File: src/rtl/clkchip_cfg_pkg.sv
// Shared types and fixed device addresses for the bring-up sequencer.
// Assumes a 13-bit device register address and 8-bit register data.
package clkchip_cfg_pkg;
    localparam int REG_AW       = 13;
    localparam int REG_DW       = 8;
    localparam int PRE_STEPS    = 5;
    localparam int SYNC_STEPS   = 2;
    localparam int RELOCK_STEPS = 3;

    localparam logic [REG_AW-1:0] KEY_ADDR0   = 13'h1FFD;
    localparam logic [REG_AW-1:0] KEY_ADDR1   = 13'h1FFE;
    localparam logic [REG_AW-1:0] KEY_ADDR2   = 13'h1FFF;
    localparam logic [REG_AW-1:0] CTRL_ADDR   = 13'h000;
    localparam logic [REG_AW-1:0] LOAD_BASE   = 13'h100;
    localparam logic [REG_AW-1:0] STAT_ADDR_A = 13'h182;
    localparam logic [REG_AW-1:0] STAT_ADDR_B = 13'h183;
    localparam logic [REG_AW-1:0] SYNC_ADDR_A = 13'h140;
    localparam logic [REG_AW-1:0] SYNC_ADDR_B = 13'h143;

    localparam logic [REG_DW-1:0] UNLOCK_KEY  = 8'd83;
    localparam logic [REG_DW-1:0] SOFT_RESET  = 8'h80;
    localparam logic [REG_DW-1:0] MODE_4WIRE  = 8'h10;
    localparam logic [REG_DW-1:0] LOCK_KEY    = 8'hFF;
    localparam logic [REG_DW-1:0] SYNC_MASK_A = 8'hFB;
    localparam logic [REG_DW-1:0] SYNC_MASK_B = 8'h7F;

    typedef enum logic [3:0] {
        PH_IDLE, PH_PRE, PH_LOAD, PH_POLL_A, PH_POLL_B,
        PH_SYNC, PH_RELOCK, PH_DONE, PH_FAIL
    } phase_e;

    typedef struct packed {
        logic              wr;
        logic [REG_AW-1:0] addr;
        logic [REG_DW-1:0] data;
    } txn_t;
endpackage

File: src/rtl/clkchip_cfg_step_map.sv
// Decodes the current phase and step index into one device transaction.
// It also selects which image byte is needed. Purely combinational.
// Assumes img_data follows img_addr within the same cycle.
module clkchip_cfg_step_map
    import clkchip_cfg_pkg::*;
#(
    parameter int IMG_BYTES  = 117,
    parameter int IMG_AW     = 7,
    parameter int IDX_W      = 7,
    parameter int SYNC_OFS_A = 64,
    parameter int SYNC_OFS_B = 67
) (
    input  phase_e             phase,
    input  logic [IDX_W-1:0]   idx,
    input  logic [REG_DW-1:0]  img_data,
    output logic [IMG_AW-1:0]  img_addr,
    output txn_t               txn
);
    // Transaction decode per phase and step.
    always_comb begin
        txn      = '0;
        img_addr = '0;
        case (phase)
            PH_PRE: begin
                case (int'(idx))
                    0:       txn = '{1'b1, KEY_ADDR0, 8'h00};
                    1:       txn = '{1'b1, KEY_ADDR1, 8'h00};
                    2:       txn = '{1'b1, KEY_ADDR2, UNLOCK_KEY};
                    3:       txn = '{1'b1, CTRL_ADDR, SOFT_RESET};
                    default: txn = '{1'b1, CTRL_ADDR, MODE_4WIRE};
                endcase
            end
            PH_LOAD: begin
                img_addr = IMG_AW'(idx);
                txn      = '{1'b1, LOAD_BASE + REG_AW'(idx), img_data};
            end
            PH_POLL_A: txn = '{1'b0, STAT_ADDR_A, 8'h00};
            PH_POLL_B: txn = '{1'b0, STAT_ADDR_B, 8'h00};
            PH_SYNC: begin
                if (idx == '0) begin
                    img_addr = IMG_AW'(SYNC_OFS_A);
                    txn      = '{1'b1, SYNC_ADDR_A, img_data & SYNC_MASK_A};
                end else begin
                    img_addr = IMG_AW'(SYNC_OFS_B);
                    txn      = '{1'b1, SYNC_ADDR_B, img_data & SYNC_MASK_B};
                end
            end
            PH_RELOCK: txn = '{1'b1, KEY_ADDR0 + REG_AW'(idx), LOCK_KEY};
            default:   txn = '0;
        endcase
    end
endmodule

File: src/rtl/clkchip_cfg_poll_ctr.sv
// Counts failed lock-poll rounds. Flags when the round being judged is
// the last one allowed. Assumes the limit is stable while polling.
module clkchip_cfg_poll_ctr #(
    parameter int POLL_W = 16
) (
    input  logic              clk,
    input  logic              rst_n,
    input  logic              clear,
    input  logic              bump,
    input  logic [POLL_W-1:0] limit,
    output logic              last
);
    logic [POLL_W-1:0] cnt_q;

    // Failed-round counter, cleared at each start.
    always_ff @(posedge clk) begin
        if (!rst_n)      cnt_q <= '0;
        else if (clear)  cnt_q <= '0;
        else if (bump)   cnt_q <= cnt_q + 1'b1;
    end

    // A limit of zero behaves as one.
    assign last = ({1'b0, cnt_q} + (POLL_W+1)'(1)) >= {1'b0, limit};
endmodule

File: src/rtl/clkchip_cfg_seq.sv
// Top of the bring-up sequencer. It walks the phases, issues one
// registered request at a time and waits for ack before advancing.
// Assumes ack comes at least one cycle after req and only as a reply to it.
module clkchip_cfg_seq
    import clkchip_cfg_pkg::*;
#(
    parameter int          IMG_BYTES  = 117,
    parameter int          POLL_W     = 16,
    parameter int          SYNC_OFS_A = 64,
    parameter int          SYNC_OFS_B = 67,
    parameter logic [7:0]  LOCK_MASK  = 8'h02,
    localparam int         IMG_AW     = $clog2(IMG_BYTES)
) (
    input  logic              clk,
    input  logic              rst_n,
    input  logic              start,
    input  logic [POLL_W-1:0] poll_limit,
    output logic [IMG_AW-1:0] img_addr,
    input  logic [7:0]        img_data,
    output logic              req,
    output logic              req_wr,
    output logic [12:0]       req_addr,
    output logic [7:0]        req_wdata,
    input  logic              ack,
    input  logic [7:0]        ack_rdata,
    output logic              busy,
    output logic              done,
    output logic              error
);
    localparam int IDX_W = $clog2(IMG_BYTES > PRE_STEPS ? IMG_BYTES : PRE_STEPS);

    phase_e           phase_q, phase_d;
    logic [IDX_W-1:0] idx_q, idx_d;
    logic             wait_q, lock_a_q, req_q;
    txn_t             req_txn_q, cur_txn;
    logic             busy_w, poll_last, poll_fail, stat_ok, adv;

    assign busy_w  = !(phase_q inside {PH_IDLE, PH_DONE, PH_FAIL});
    assign stat_ok = (ack_rdata & LOCK_MASK) == LOCK_MASK;
    assign adv     = busy_w && wait_q && ack;

    clkchip_cfg_step_map #(
        .IMG_BYTES (IMG_BYTES),
        .IMG_AW    (IMG_AW),
        .IDX_W     (IDX_W),
        .SYNC_OFS_A(SYNC_OFS_A),
        .SYNC_OFS_B(SYNC_OFS_B)
    ) u_map (
        .phase   (phase_q),
        .idx     (idx_q),
        .img_data(img_data),
        .img_addr(img_addr),
        .txn     (cur_txn)
    );

    clkchip_cfg_poll_ctr #(.POLL_W(POLL_W)) u_poll (
        .clk  (clk),
        .rst_n(rst_n),
        .clear(!busy_w && start),
        .bump (adv && poll_fail),
        .limit(poll_limit),
        .last (poll_last)
    );

    // Next phase and step once the current transaction is acknowledged.
    always_comb begin
        phase_d   = phase_q;
        idx_d     = idx_q + 1'b1;
        poll_fail = 1'b0;
        case (phase_q)
            PH_PRE:
                if (idx_q == IDX_W'(PRE_STEPS-1)) begin
                    phase_d = PH_LOAD;   idx_d = '0;
                end
            PH_LOAD:
                if (idx_q == IDX_W'(IMG_BYTES-1)) begin
                    phase_d = PH_POLL_A; idx_d = '0;
                end
            PH_POLL_A: begin
                phase_d = PH_POLL_B; idx_d = '0;
            end
            PH_POLL_B: begin
                idx_d = '0;
                if (lock_a_q && stat_ok) phase_d = PH_SYNC;
                else if (poll_last)      phase_d = PH_FAIL;
                else begin
                    phase_d   = PH_POLL_A;
                    poll_fail = 1'b1;
                end
            end
            PH_SYNC:
                if (idx_q == IDX_W'(SYNC_STEPS-1)) begin
                    phase_d = PH_RELOCK; idx_d = '0;
                end
            PH_RELOCK:
                if (idx_q == IDX_W'(RELOCK_STEPS-1)) begin
                    phase_d = PH_DONE;   idx_d = '0;
                end
            default: phase_d = phase_q;
        endcase
    end

    // Phase, step and request register; one request in flight at most.
    always_ff @(posedge clk) begin
        if (!rst_n) begin
            phase_q   <= PH_IDLE;
            idx_q     <= '0;
            wait_q    <= 1'b0;
            req_q     <= 1'b0;
            req_txn_q <= '0;
        end else begin
            req_q <= 1'b0;
            if (!busy_w) begin
                if (start) begin
                    phase_q <= PH_PRE;
                    idx_q   <= '0;
                    wait_q  <= 1'b0;
                end
            end else if (!wait_q) begin
                req_q     <= 1'b1;
                req_txn_q <= cur_txn;
                wait_q    <= 1'b1;
            end else if (ack) begin
                wait_q  <= 1'b0;
                phase_q <= phase_d;
                idx_q   <= idx_d;
            end
        end
    end

    // Lock result of the first status read of a round.
    always_ff @(posedge clk) begin
        if (!rst_n)                          lock_a_q <= 1'b0;
        else if (adv && phase_q == PH_POLL_A) lock_a_q <= stat_ok;
    end

    assign req       = req_q;
    assign req_wr    = req_txn_q.wr;
    assign req_addr  = req_txn_q.addr;
    assign req_wdata = req_txn_q.data;
    assign busy      = busy_w;
    assign done      = phase_q == PH_DONE;
    assign error     = phase_q == PH_FAIL;
endmodule

File: config.mk
export PLATFORM = sky130hd
export DESIGN_NAME = clkchip_cfg_seq
export DESIGN_NICKNAME = d
export VERILOG_FILES = /design/src/rtl/clkchip_cfg_pkg.sv /design/src/rtl/clkchip_cfg_step_map.sv /design/src/rtl/clkchip_cfg_poll_ctr.sv /design/src/rtl/clkchip_cfg_seq.sv
export SDC_FILE = /design/constraint.sdc
export NUM_CORES = 1
export LEC_CHECK = 0
export BUFFER_PORTS_ARGS = -buffer_cell sky130_fd_sc_hd__buf_2
export CAP_MARGIN = 0
export CORE_ASPECT_RATIO = 1.25
export CORE_MARGIN = 1
export CORE_UTILIZATION = 51
export DETAILED_ROUTE_END_ITERATION = 8
export MAX_ROUTING_LAYER = met4
export PLACE_DENSITY = 0.77
export SLEW_MARGIN = 0
export SYNTH_ARGS = -nofsm -noshare
export SYNTH_HDL_FRONTEND = slang
export SYNTH_SLANG_ARGS = --single-unit
File: constraint.sdc
create_clock -name clk -period 3.2 [get_ports clk]
set_input_delay 0.64 -clock clk [delete_from_list [all_inputs] [get_ports clk]]
set_output_delay 0.64 -clock clk [all_outputs]
set_load 0.02 [all_outputs]
* Word level (Yosys, flattened, before mapping)
Index checks and enable logic that the tools add are counted.
** Word-level totals
- Output and inout bits :: 33
- Register bits after elaboration :: 52
- Input port bits :: 36
** Operators by class
- Muxes and demuxes :: 33
- Magnitude comparators :: 1
- Reduce and logical (&&, ||, !) cells :: 19
- Equal/unequal tests :: 18
- Add/sub/neg operators :: 5
- Bitwise logic cells :: 3
** Operators by type and width (count)
- one-hot mux 22 bit (6 select lines) :: 1
- one-hot mux 21 bit (4 select lines) :: 1
- 2-to-1 mux 7 bit :: 8
- 2-to-1 mux 4 bit :: 10
- one-hot mux 7 bit (5 select lines) :: 1
- one-hot mux 4 bit (6 select lines) :: 1
- adder 16 x 1 -> 17 bit, second input constant :: 1
- >= comparator 17 x 16 -> 1 bit :: 1
- adder 16 x 1 -> 16 bit, second input constant :: 1
- equality test 4 x 3 -> 1 bit, second input constant :: 4
- equality test 7 x 2 -> 1 bit, second input constant :: 2
- one-hot mux 7 bit (2 select lines) :: 1
- inequality test 3 bit, second input constant :: 4
- adder 9 x 7 -> 10 bit, first input constant :: 1
- 2-to-1 mux 10 bit :: 1
- adder 3 x 8 -> 9 bit, first input constant :: 1
- equality test 4 x 2 -> 1 bit, second input constant :: 2
- 2-to-1 mux 1 bit :: 8
- AND reduction 8 bit :: 1
- adder 7 x 1 -> 7 bit, second input constant :: 1
- equality test 7 x 1 -> 1 bit, second input constant :: 1
- equality test 7 x 3 -> 1 bit, second input constant :: 1
- equality test 7 bit, second input constant :: 1
- zero test 7 bit :: 1
- other kinds (14) :: 24

* Depth between registers and ports, before layout
Gate-level depths: netlist of the first run.
- Word-level depth :: 8
- Gate-level depth with buffers :: 14

* Modules after synthesis
A second synthesis of the first run with hierarchy kept.
** Second synthesis, totals
- Cells, all modules :: 494
- Area total of the unflattened synthesis :: 3754.9 um^2
** By module, submodules not included
- clkchip_cfg_seq :: seq. area each 720.7 um^2, cells each 229, area each 1796.7 um^2, times used 1
- clkchip_cfg_poll_ctr :: seq. area each 320.3 um^2, cells each 169, area each 1316.3 um^2, times used 1
- clkchip_cfg_step_map :: seq. area each 0.0 um^2, cells each 96, area each 641.9 um^2, times used 1

* Worst setup path after synthesis of the first run
OpenSTA, ideal clock, no wires.
- Kind :: register -> register
- Start :: reg u_poll.cnt_q[0]
- End :: reg u_poll.cnt_q[11]
- Setup time :: 0.070 ns
- Buffers on the path :: 2
- Path slack :: -0.188 ns
- Period minus slack after synthesis :: 3.388 ns
- Arrival :: 3.318 ns
- Cell stages (with the launch flop) :: 15
- Required time :: 3.130 ns
- Cell sequence :: dfxtp_1 -> ha_1 -> nand3_2 -> or3_1 -> clkbuf_1 -> nor2_1 -> xor2_1 -> ha_1 -> nand3_1 -> or3_1 -> a311o_1 -> and2_1 -> clkbuf_1 -> a31o_2 -> a21oi_1
** Between the ends
- Longest elaborated chain between the ends :: 6
- Elaborated cells between the ends (all ways) :: 7
** Ends and longest elaborated chain
- start: declaration :: line clkchip_cfg_poll_ctr.sv:13 : logic [POLL_W-1:0] cnt_q;
- start signal: assignment :: line clkchip_cfg_poll_ctr.sv:19 : else if (bump) cnt_q <= cnt_q + 1'b1;
- adder 16 x 1 -> 17 bit :: line clkchip_cfg_poll_ctr.sv:23 : assign last = ({1'b0, cnt_q} + (POLL_W+1)'(1)) >= {1'b0, limit};
- >= comparator 17 x 16 -> 1 bit :: line clkchip_cfg_poll_ctr.sv:23
- 2-to-1 mux 1 bit :: line clkchip_cfg_seq.sv:85 : else if (poll_last) phase_d = PH_FAIL;
- 2-to-1 mux 1 bit :: line clkchip_cfg_seq.sv:84 : if (lock_a_q && stat_ok) phase_d = PH_SYNC;
- 2-to-1 mux 1 bit :: line clkchip_cfg_seq.sv:70 : case (phase_q)
- logical AND 1 bit :: line clkchip_cfg_seq.sv:60 : .bump (adv && poll_fail),
Parallel ways exist; a longest one is shown, timed or not.
A chain may end at the register's enable or synchronous reset.

* Worst setup path after layout of the first run
- Start :: reg u_poll.cnt_q[1]
- End :: reg u_poll.cnt_q[4]
Same word-level chain as after synthesis.

==> key figures, run 1 <==
Layout
  – Layout cells sized above 1: about a quarter
  – Design Area, Final: about 0.0043 mm2
  – Inserted Diodes: 0
  – Most common cell after layout, fill and taps aside: buf_2
  – Final Util: 65.0%
  – Commonest non-fill, non-tap cells in the layout: buf_2, nor2_1, nand2_1
  – Nets: just over 600
  – Area grow syn2layout: 21.3%

Synth
  – Yosys warning total: 0
  – EDFF count, synth: 0
  – Yosys reg bits: between 40 and 50
  – Syn Area/Cell: between 7 and 8 um2
  – Asr flop ratio synth: 0%
  – Sequential-to-total area share from yosys stat: ~28%
  – Mapped Nets: around 530
  – Synth unique cells: 64
  – Synthesized area: roughly 0.0036 mm2
  – Synth Instances: ~470
  – Top FF cell, synth: dfxtp_1

CTS
  – Clk sink count: 49
  – Reg clk slew, reported paths: 0.09 ns
  – CTS Buf Count: 5
  – CTS root buffer: clkbuf_8
  – H-tree Lvls: 2
  – Longest Clk Path Bufs: 2
  – CTS tree: done
  – Worst skew pair latency: 0.31 ns
  – Hold_buf cts: 0

STA
  – FMAX: 0.313 GHz
  – Fin crit share: around 100%
  – Fin Hold WS: 0.461 ns
  – RSZ-0062 raised after global routing: yes
  – Rel. slew slack: 58.6%
  – Final worst-path setup slack: 0.00536 ns
  – Final slew viol count: 0
  – Fin crit period: roughly 3.2 ns
  – Final Hold Viols: 0
  – Measured slew at the worst slew-check pin: a little over 0.6 ns
  – Final setup fails: 0
  – Post-route clock skew: 0.00767 ns

Floorplan
  – I/O pins: between 60 and 70
  – Die H: between 90 and 100 um
  – Die width: 76.8 um
  – # rows: 33
  – Core area: around 0.0066 mm2
  – Starting Density: between 50% and 60%
  – Die footprint: 0.00733 mm2

Placement
  – Post-placement cell area: between 0.004 and 0.005 mm2
  – Post-Place Setup Slack: -0.129 ns
  – Post-DP HPWL: ~7.5 mm
  – Placer Congestion: between 0.9 and 1
  – Port buffer count: 61

Worst setup path
  – Worst path arrival time: 3.43 ns
  – R2r setup slk: about 0.0054 ns
  – CP Capture Type: flip-flop
  – Critical Path Fanout Max: 5
  – Crit Path Class: reg2reg
  – Worst Setup Start Kind: flip-flop
  – Critical Path RT: between 3 and 4 ns

Power and ir drop
  – Cell leakage power: between 0.0015 and 0.002 uW
  – Max VDD drop: 0.000233 V
  – PwrDens: just under 300 mW/mm2

Global route
  – Global-route wire length before repair: 16.1 mm
  – Largest net degree at the start of global routing: 26
  – Initial antenna violation count: 0
  – Vias in the first global route: 3,568
  – Total gr overflow: 0
  – GRT Util Overall: roughly 28%

Routing
  – WL final: ~9.9 mm
  – Routed Antenna Nets: 0
  – Initial DRC count: 230
  – Drt pass-1 iters: 6
  – Post-DR wirelength/cell: between 15 and 20 um
  – Vias per cell: ~5.8
  – Vias: between 3,000 and 4,000
  – DRC viols: 0

Worst hold path
  – Worst Hold Class: reg2reg

Job
  – Max Cap Viol: 0

Run status
  – Outcome: complete, no violations
==> critical path: stages (launching register included) <==
cell,delay [ns]
dfxtp_4,0.39
ha_4,0.15
nand3_4,0.10
or3_4,0.36
buf_4,0.15
xnor2_1,0.11
ha_1,0.29
a21oi_1,0.15
nor2_1,0.08
a2111oi_4,0.34
nand4_1,0.17
buf_6,0.16
buf_4,0.14
or4_1,0.40
a21oi_1,0.13
==> flip-flops by register name (all words and copies together) (netlist names) <==
register / cells
phase_q: 4
lock_a_q: 1
req_addr: 10
u_poll.cnt_q: 16
req_wr: 1
idx_q: 7
wait_q: 1
req: 1
req_wdata: 8
==> synthesized netlist by cell type, drive strengths merged, types with 2 or more instances <==
| cell | n | area share [%] |
|---|---|---|
| and3 | 3 | 0.53 |
| clkbuf | 19 | 2.0 |
| o21ai | 20 | 2.8 |
| o211ai | 8 | 1.7 |
| a41o | 2 | 0.56 |
| o22ai | 5 | 1.1 |
| nand2b | 8 | 1.4 |
| nand3b | 2 | 0.42 |
| a31oi | 8 | 1.4 |
| buf | 14 | 2.6 |
| nor4 | 5 | 1.2 |
| dfxtp | 49 | 28 |
| nand4 | 10 | 1.8 |
| nand2 | 45 | 4.7 |
| inv | 24 | 2.5 |
| nor3b | 2 | 0.56 |
| xnor2 | 15 | 3.7 |
| and2 | 9 | 1.6 |
| o221a | 3 | 0.95 |
| a311oi | 2 | 0.49 |
| nor2 | 51 | 5.4 |
| nand3 | 24 | 3.5 |
| or3 | 6 | 1.3 |
| a21oi | 39 | 5.5 |
| a211oi | 4 | 0.84 |
| nor2b | 4 | 0.70 |
| or2 | 4 | 0.70 |
| nor3 | 17 | 2.5 |
| or4 | 12 | 2.5 |
| o21a | 2 | 0.42 |
| nor4b | 2 | 0.49 |
| xor2 | 10 | 2.5 |
| o31ai | 7 | 1.5 |
| ha | 21 | 7.4 |
==> what timing repair did <==
action / 4_1_cts / 5_1_grt
gates resized for setup: 3 / 6
pin swaps: 2 / 4
setup endpoints to repair: 10 / 15
buffers inserted: 5 / 1
cloned: 0 / 0
==> worst paths after layout <==
path / cells after the start / end / from
max: 14 / u_poll.cnt_q[4] / u_poll.cnt_q[1]
min: 2 / req_wr / req_wr
max reg2reg: 14 / u_poll.cnt_q[4] / u_poll.cnt_q[1]
min reg2reg: 2 / req_wr / req_wr
==> cell families (layout without fill, tap and decap cells) <==
family / after synthesis / in the layout / synth area share [%]
XOR/XNOR: 25 / 25 / 6.14
AND/OR/NAND/NOR: 209 / 209 / 30.9
flip-flops: 49 / 49 / 27.5
AO/OA/AOI/OAI: 111 / 111 / 20.4
multiplexers: 2 / 2 / 0.597
adder cells (fa/ha/maj): 21 / 21 / 7.37
buffers and inverters: 57 / 135 / 7.09
==> metrics by stage <==
step                      cells  total power (uW)  setup TNS (ns)
after floorplan             474               803         -0.0143
after CTS                   638              1280         -0.0841
after detailed placement    625               879          -0.340
after global routing        639              1330          -0.460
final                       639              1270               0
after global placement      625               875               0
==> per-layer routing <==
metal / track usage (%) / vias to the layer above / wire length, um
li1: - / 1851 / -
met1: 29.5 / 1720 / 4060
met2: 51.7 / 116 / 5070
met3: 3.64 / 34 / 391
met4: 13.9 / 0 / 336
met5: - / - / 0
==> final cells by class <==
type	count	area [um2]
clock buffers	7	96.3
clock inverters	1	5.00
fillers	624	2320
inverters	24	90.1
multi-input cells	368	2390
flip-flops and latches	49	993
well taps	87	109
repair buffers	103	637
==> where the power goes <==
group	internal [uW]	switching (uW)
clock network	196	211
registers	632	18.1
logic	79.4	138
Note: power is estimated with default switching activity, not from simulation.
==> inputs of run 2 (changes only) <==
- ABC_AREA: default -> 1
- CORE_UTILIZATION: 51 -> 50
==> run 2 against run 1 <==
Net effect: worst hold slack gained 0.0048 ns; count of clock-buffer cells in the layout shrank 1; cell area shrank 8.6%; sequential share of layout area grew 1.8 points; clock power grew 14%; core utilization shrank 5.2 points; critical endpoint is now u_poll.cnt_q[11].
==> key figures, run 2 <==
STA
  – FMAX: 0.347 GHz (was 0.313 GHz)
  – Final slew viol count: 0 (unchanged)
  – Fin crit share: 90.0% (was 99.8%)
  – Measured slew at the worst slew-check pin: 0.894 ns (was 0.612 ns)
  – Fin crit period: 2.88 ns (was 3.19 ns)
  – Fin Hold WS: 0.466 ns (was 0.461 ns)
  – Final Hold Viols: 0 (unchanged)
  – Post-route clock skew: 0.00944 ns (was 0.00767 ns)
  – Final worst-path setup slack: 0.319 ns (was 0.00536 ns)
  – Final setup fails: 0 (unchanged)
  – Rel. slew slack: 40.4% (was 58.6%)

Global route
  – Global-route wire length before repair: 14.0 mm (was 16.1 mm)
  – Total gr overflow: 0 (unchanged)
  – Initial antenna violation count: 0 (unchanged)
  – Largest net degree at the start of global routing: 30 (was 26)
  – GRT Util Overall: 24.6% (was 28.1%)
  – Vias in the first global route: 3,298 (was 3,568)

Layout
  – Sequential Area: 981 um2 (was 993 um2)
  – Commonest non-fill, non-tap cells in the layout: nand2_1, inv_1, nor2_1 (was buf_2, nor2_1, nand2_1)
  – Max FFs per register: 16 (unchanged)
  – # fillers: 679 (was 624)
  – Area grow syn2layout: 15.2% (was 21.3%)
  – Nets: 660 (was 608)
  – Most common cell after layout, fill and taps aside: nand2_1 (was buf_2)
  – Layout cells sized above 1: 18.2% (was 26.6%)
  – Multi-input gate area: 0.00208 mm2 (was 0.00239 mm2)
  – Biggest register: u_poll.cnt_q (unchanged)
  – Inserted Diodes: 0 (unchanged)

Synth
  – Synth unique cells: 34 (was 64)
  – Yosys top cell area share: 28.6% (was 27.5%)
  – Top FF cell, synth: dfxtp_1 (unchanged)
  – Syn Area/Cell: 6.32 um2 (was 7.52 um2)
  – Post-synth top cells: nand2_1, nor2_1, inv_1 (was nor2_1, dfxtp_1, nand2_1)
  – Mapped Nets: 600 (was 531)
  – Synth Instances: 543 (was 474)
  – Synth area leaders: dfxtp_1, nand2_1, nor2_1, inv_1, ha_1 (was dfxtp_1, ha_1, a21oi_1, nor2_1, nand2_1)
  – Yosys warning total: 0 (unchanged)
  – Post-synth top area cell: dfxtp_1 (unchanged)
  – Yosys reg bits: 49 (unchanged)
  – EDFF count, synth: 0 (unchanged)
  – Synthesized area: 0.00343 mm2 (was 0.00356 mm2)
  – Sequential-to-total area share from yosys stat: 28.6% (was 27.5%)
  – Asr flop ratio synth: 0% (unchanged)
  – Most common cell in the synthesized netlist: nand2_1 (was nor2_1)

CTS
  – Longest Clk Path Bufs: 2 (unchanged)
  – H-tree Lvls: 2 (unchanged)
  – CTS Buf Count: 5 (unchanged)
  – Reg clk slew, reported paths: 0.10 ns (was 0.09 ns)
  – Clk sink count: 49 (unchanged)
  – CTS root buffer: clkbuf_8 (unchanged)
  – Worst skew pair latency: 0.30 ns (was 0.31 ns)
  – CTS tree: done (unchanged)

Floorplan
  – Die footprint: 0.00720 mm2 (was 0.00733 mm2)
  – Core area: 0.00661 mm2 (was 0.00665 mm2)
  – Starting Density: 51.9% (was 53.6%)
  – Die H: 94.6 um (was 95.5 um)
  – I/O pins: 69 (unchanged)
  – Die width: 76.1 um (was 76.8 um)
  – # rows: 33 (unchanged)

Routing
  – Drt pass-1 iters: 4 (was 6)
  – Vias per cell: 5.09 (was 5.82)
  – Post-DR wirelength/cell: 12.2 um (was 15.4 um)
  – Routed Antenna Nets: 0 (unchanged)
  – Vias: 3,517 (was 3,721)
  – WL final: 8.45 mm (was 9.86 mm)
  – DRC viols: 0 (unchanged)
  – Initial DRC count: 97 (was 230)

Placement
  – Placer Congestion: 0.989 (was 0.907)
  – Post-Place Setup Slack: 0.210 ns (was -0.129 ns)
  – Port buffer count: 61 (unchanged)
  – Post-DP HPWL: 6.63 mm (was 7.51 mm)

Worst hold path
  – Worst Hold Class: reg2reg (unchanged)
  – Hold depth: 2 (unchanged)

Job
  – Max Cap Viol: 0 (unchanged)

Worst setup path
  – Worst Setup Start Kind: flip-flop (unchanged)
  – Crit Path Class: reg2reg (unchanged)
  – Worst path arrival time: 3.09 ns (was 3.43 ns)
  – Critical Path RT: 3.41 ns (was 3.44 ns)
  – R2r setup slk: 0.32 ns (was 0.005 ns)
  – CP Capture Type: flip-flop (unchanged)
  – Critical Path Fanout Max: 27 (was 5)
  – R2r worst-path depth: 19 (was 14)

Power and ir drop
  – Flop pwr share: 43.5% (was 51.0%)
  – NetSw: 514 uW (was 367 uW)
  – Clock Power Share: 30.5% (was 31.9%)
  – Gate power share: 26.1% (was 17.1%)
  – Cell leakage power: 0.00205 uW (was 0.00187 uW)
  – PwrDens: 386 mW/mm2 (was 295 mW/mm2)
  – Internal power: 1010 uW (was 907 uW)
  – Max VDD drop: 0.000205 V (was 0.000233 V)
  – Switch share: 33.7% (was 28.8%)
  – Total power draw: 1530 uW (was 1270 uW)

Run status
  – Outcome: complete, no violations (unchanged)
-- run 2: changes by cell type in the layout (fill, tap and decap cells not counted), sizes merged, moves of 12 or more --
cell | previous run | this run
inv | 24 | 81
or4 | 12 | 0
nand2 | 45 | 150
buf | 103 | 66
xnor2 | 15 | 0
nor2 | 51 | 83
-- run 2: cell families (layout without fill, tap and decap cells) --
| group | Yosys count | in the layout | synth area share (%) |
|---|---|---|---|
| and+or+nand+nor | 278 | 278 | 35.5 |
| buffers and inverters | 96 | 157 | 11.2 |
| AOI/OAI and AO/OA | 85 | 85 | 13.5 |
| DFF | 49 | 49 | 28.6 |
| adders and majority gates | 21 | 21 | 7.66 |
| xor gates and xnor gates | 14 | 14 | 3.58 |
-- run 2: worst max-delay path, cell delays in order, from the launching register on --
cell and delay [ns]:
dfxtp_1 0.42, nand3_1 0.14, nor2_1 0.14, nand2_1 0.11
nor2_2 0.15, nand2_1 0.14, nor3_2 0.17, xor2_1 0.23
ha_1 0.27, nand2_1 0.11, nor2_1 0.06, nand2_1 0.08
inv_1 0.04, nand2_1 0.05, nand3_1 0.08, nor2_2 0.16
nand4_4 0.11, buf_12 0.18, nor2_1 0.11, nor2_1 0.05
-- run 2: power groups by stage --
stage	combinational [uW]	sequential [uW]	clock, uW
detailed placement	397	676	0
finish	398	663	465
CTS	398	663	478
global route	443	667	502
global placement	395	676	0
floorplan	263	693	0
-- run 2: worst paths after layout --
path,from,endpoint
setup / recovery,u_poll.cnt_q[0],u_poll.cnt_q[11]
hold / removal,req_addr[2],req_addr[2]
setup reg to reg,u_poll.cnt_q[0],u_poll.cnt_q[11]
hold reg to reg,req_addr[2],req_addr[2]
-- run 2: what timing repair did --
item / CTS / global route
buffers inserted: 0 / 1
gates resized for setup: 0 / 4
hold buffers: 0 / 0
hold endpoints to repair: 0 / 0
setup endpoints to repair: 0 / 18
-- run 2: cell type report --
type / count / area share [%]
Clock inverter: 2 / 0.950
Timing Repair Buffer: 66 / 8.99
Sequential cell: 49 / 24.8
Inverter: 83 / 7.88
Clock buffer: 6 / 2.09
Tap cell: 87 / 2.75
Multi-Input combinational cell: 398 / 52.5
-- run 2: per-stage QoR --
stage                     std cells  cell area [um2]  TNS, ns  util, %
after detailed placement        682             3810        0     57.7
after global routing            691             3950  -0.0187     59.8
after global placement          682             3810        0     57.7
after CTS                       690             3940        0     59.6
final                           691             3950        0     59.8
after floorplan                 543             3430        0        -
-- run 2: layer usage --
metal,track usage (%),wire length [um],vias to the layer above
li1,-,-,1850
met4,10.7,240,0
met3,3.29,344,19
met1,24.6,3370,1558
met5,-,0,-
met2,48.0,4490,90
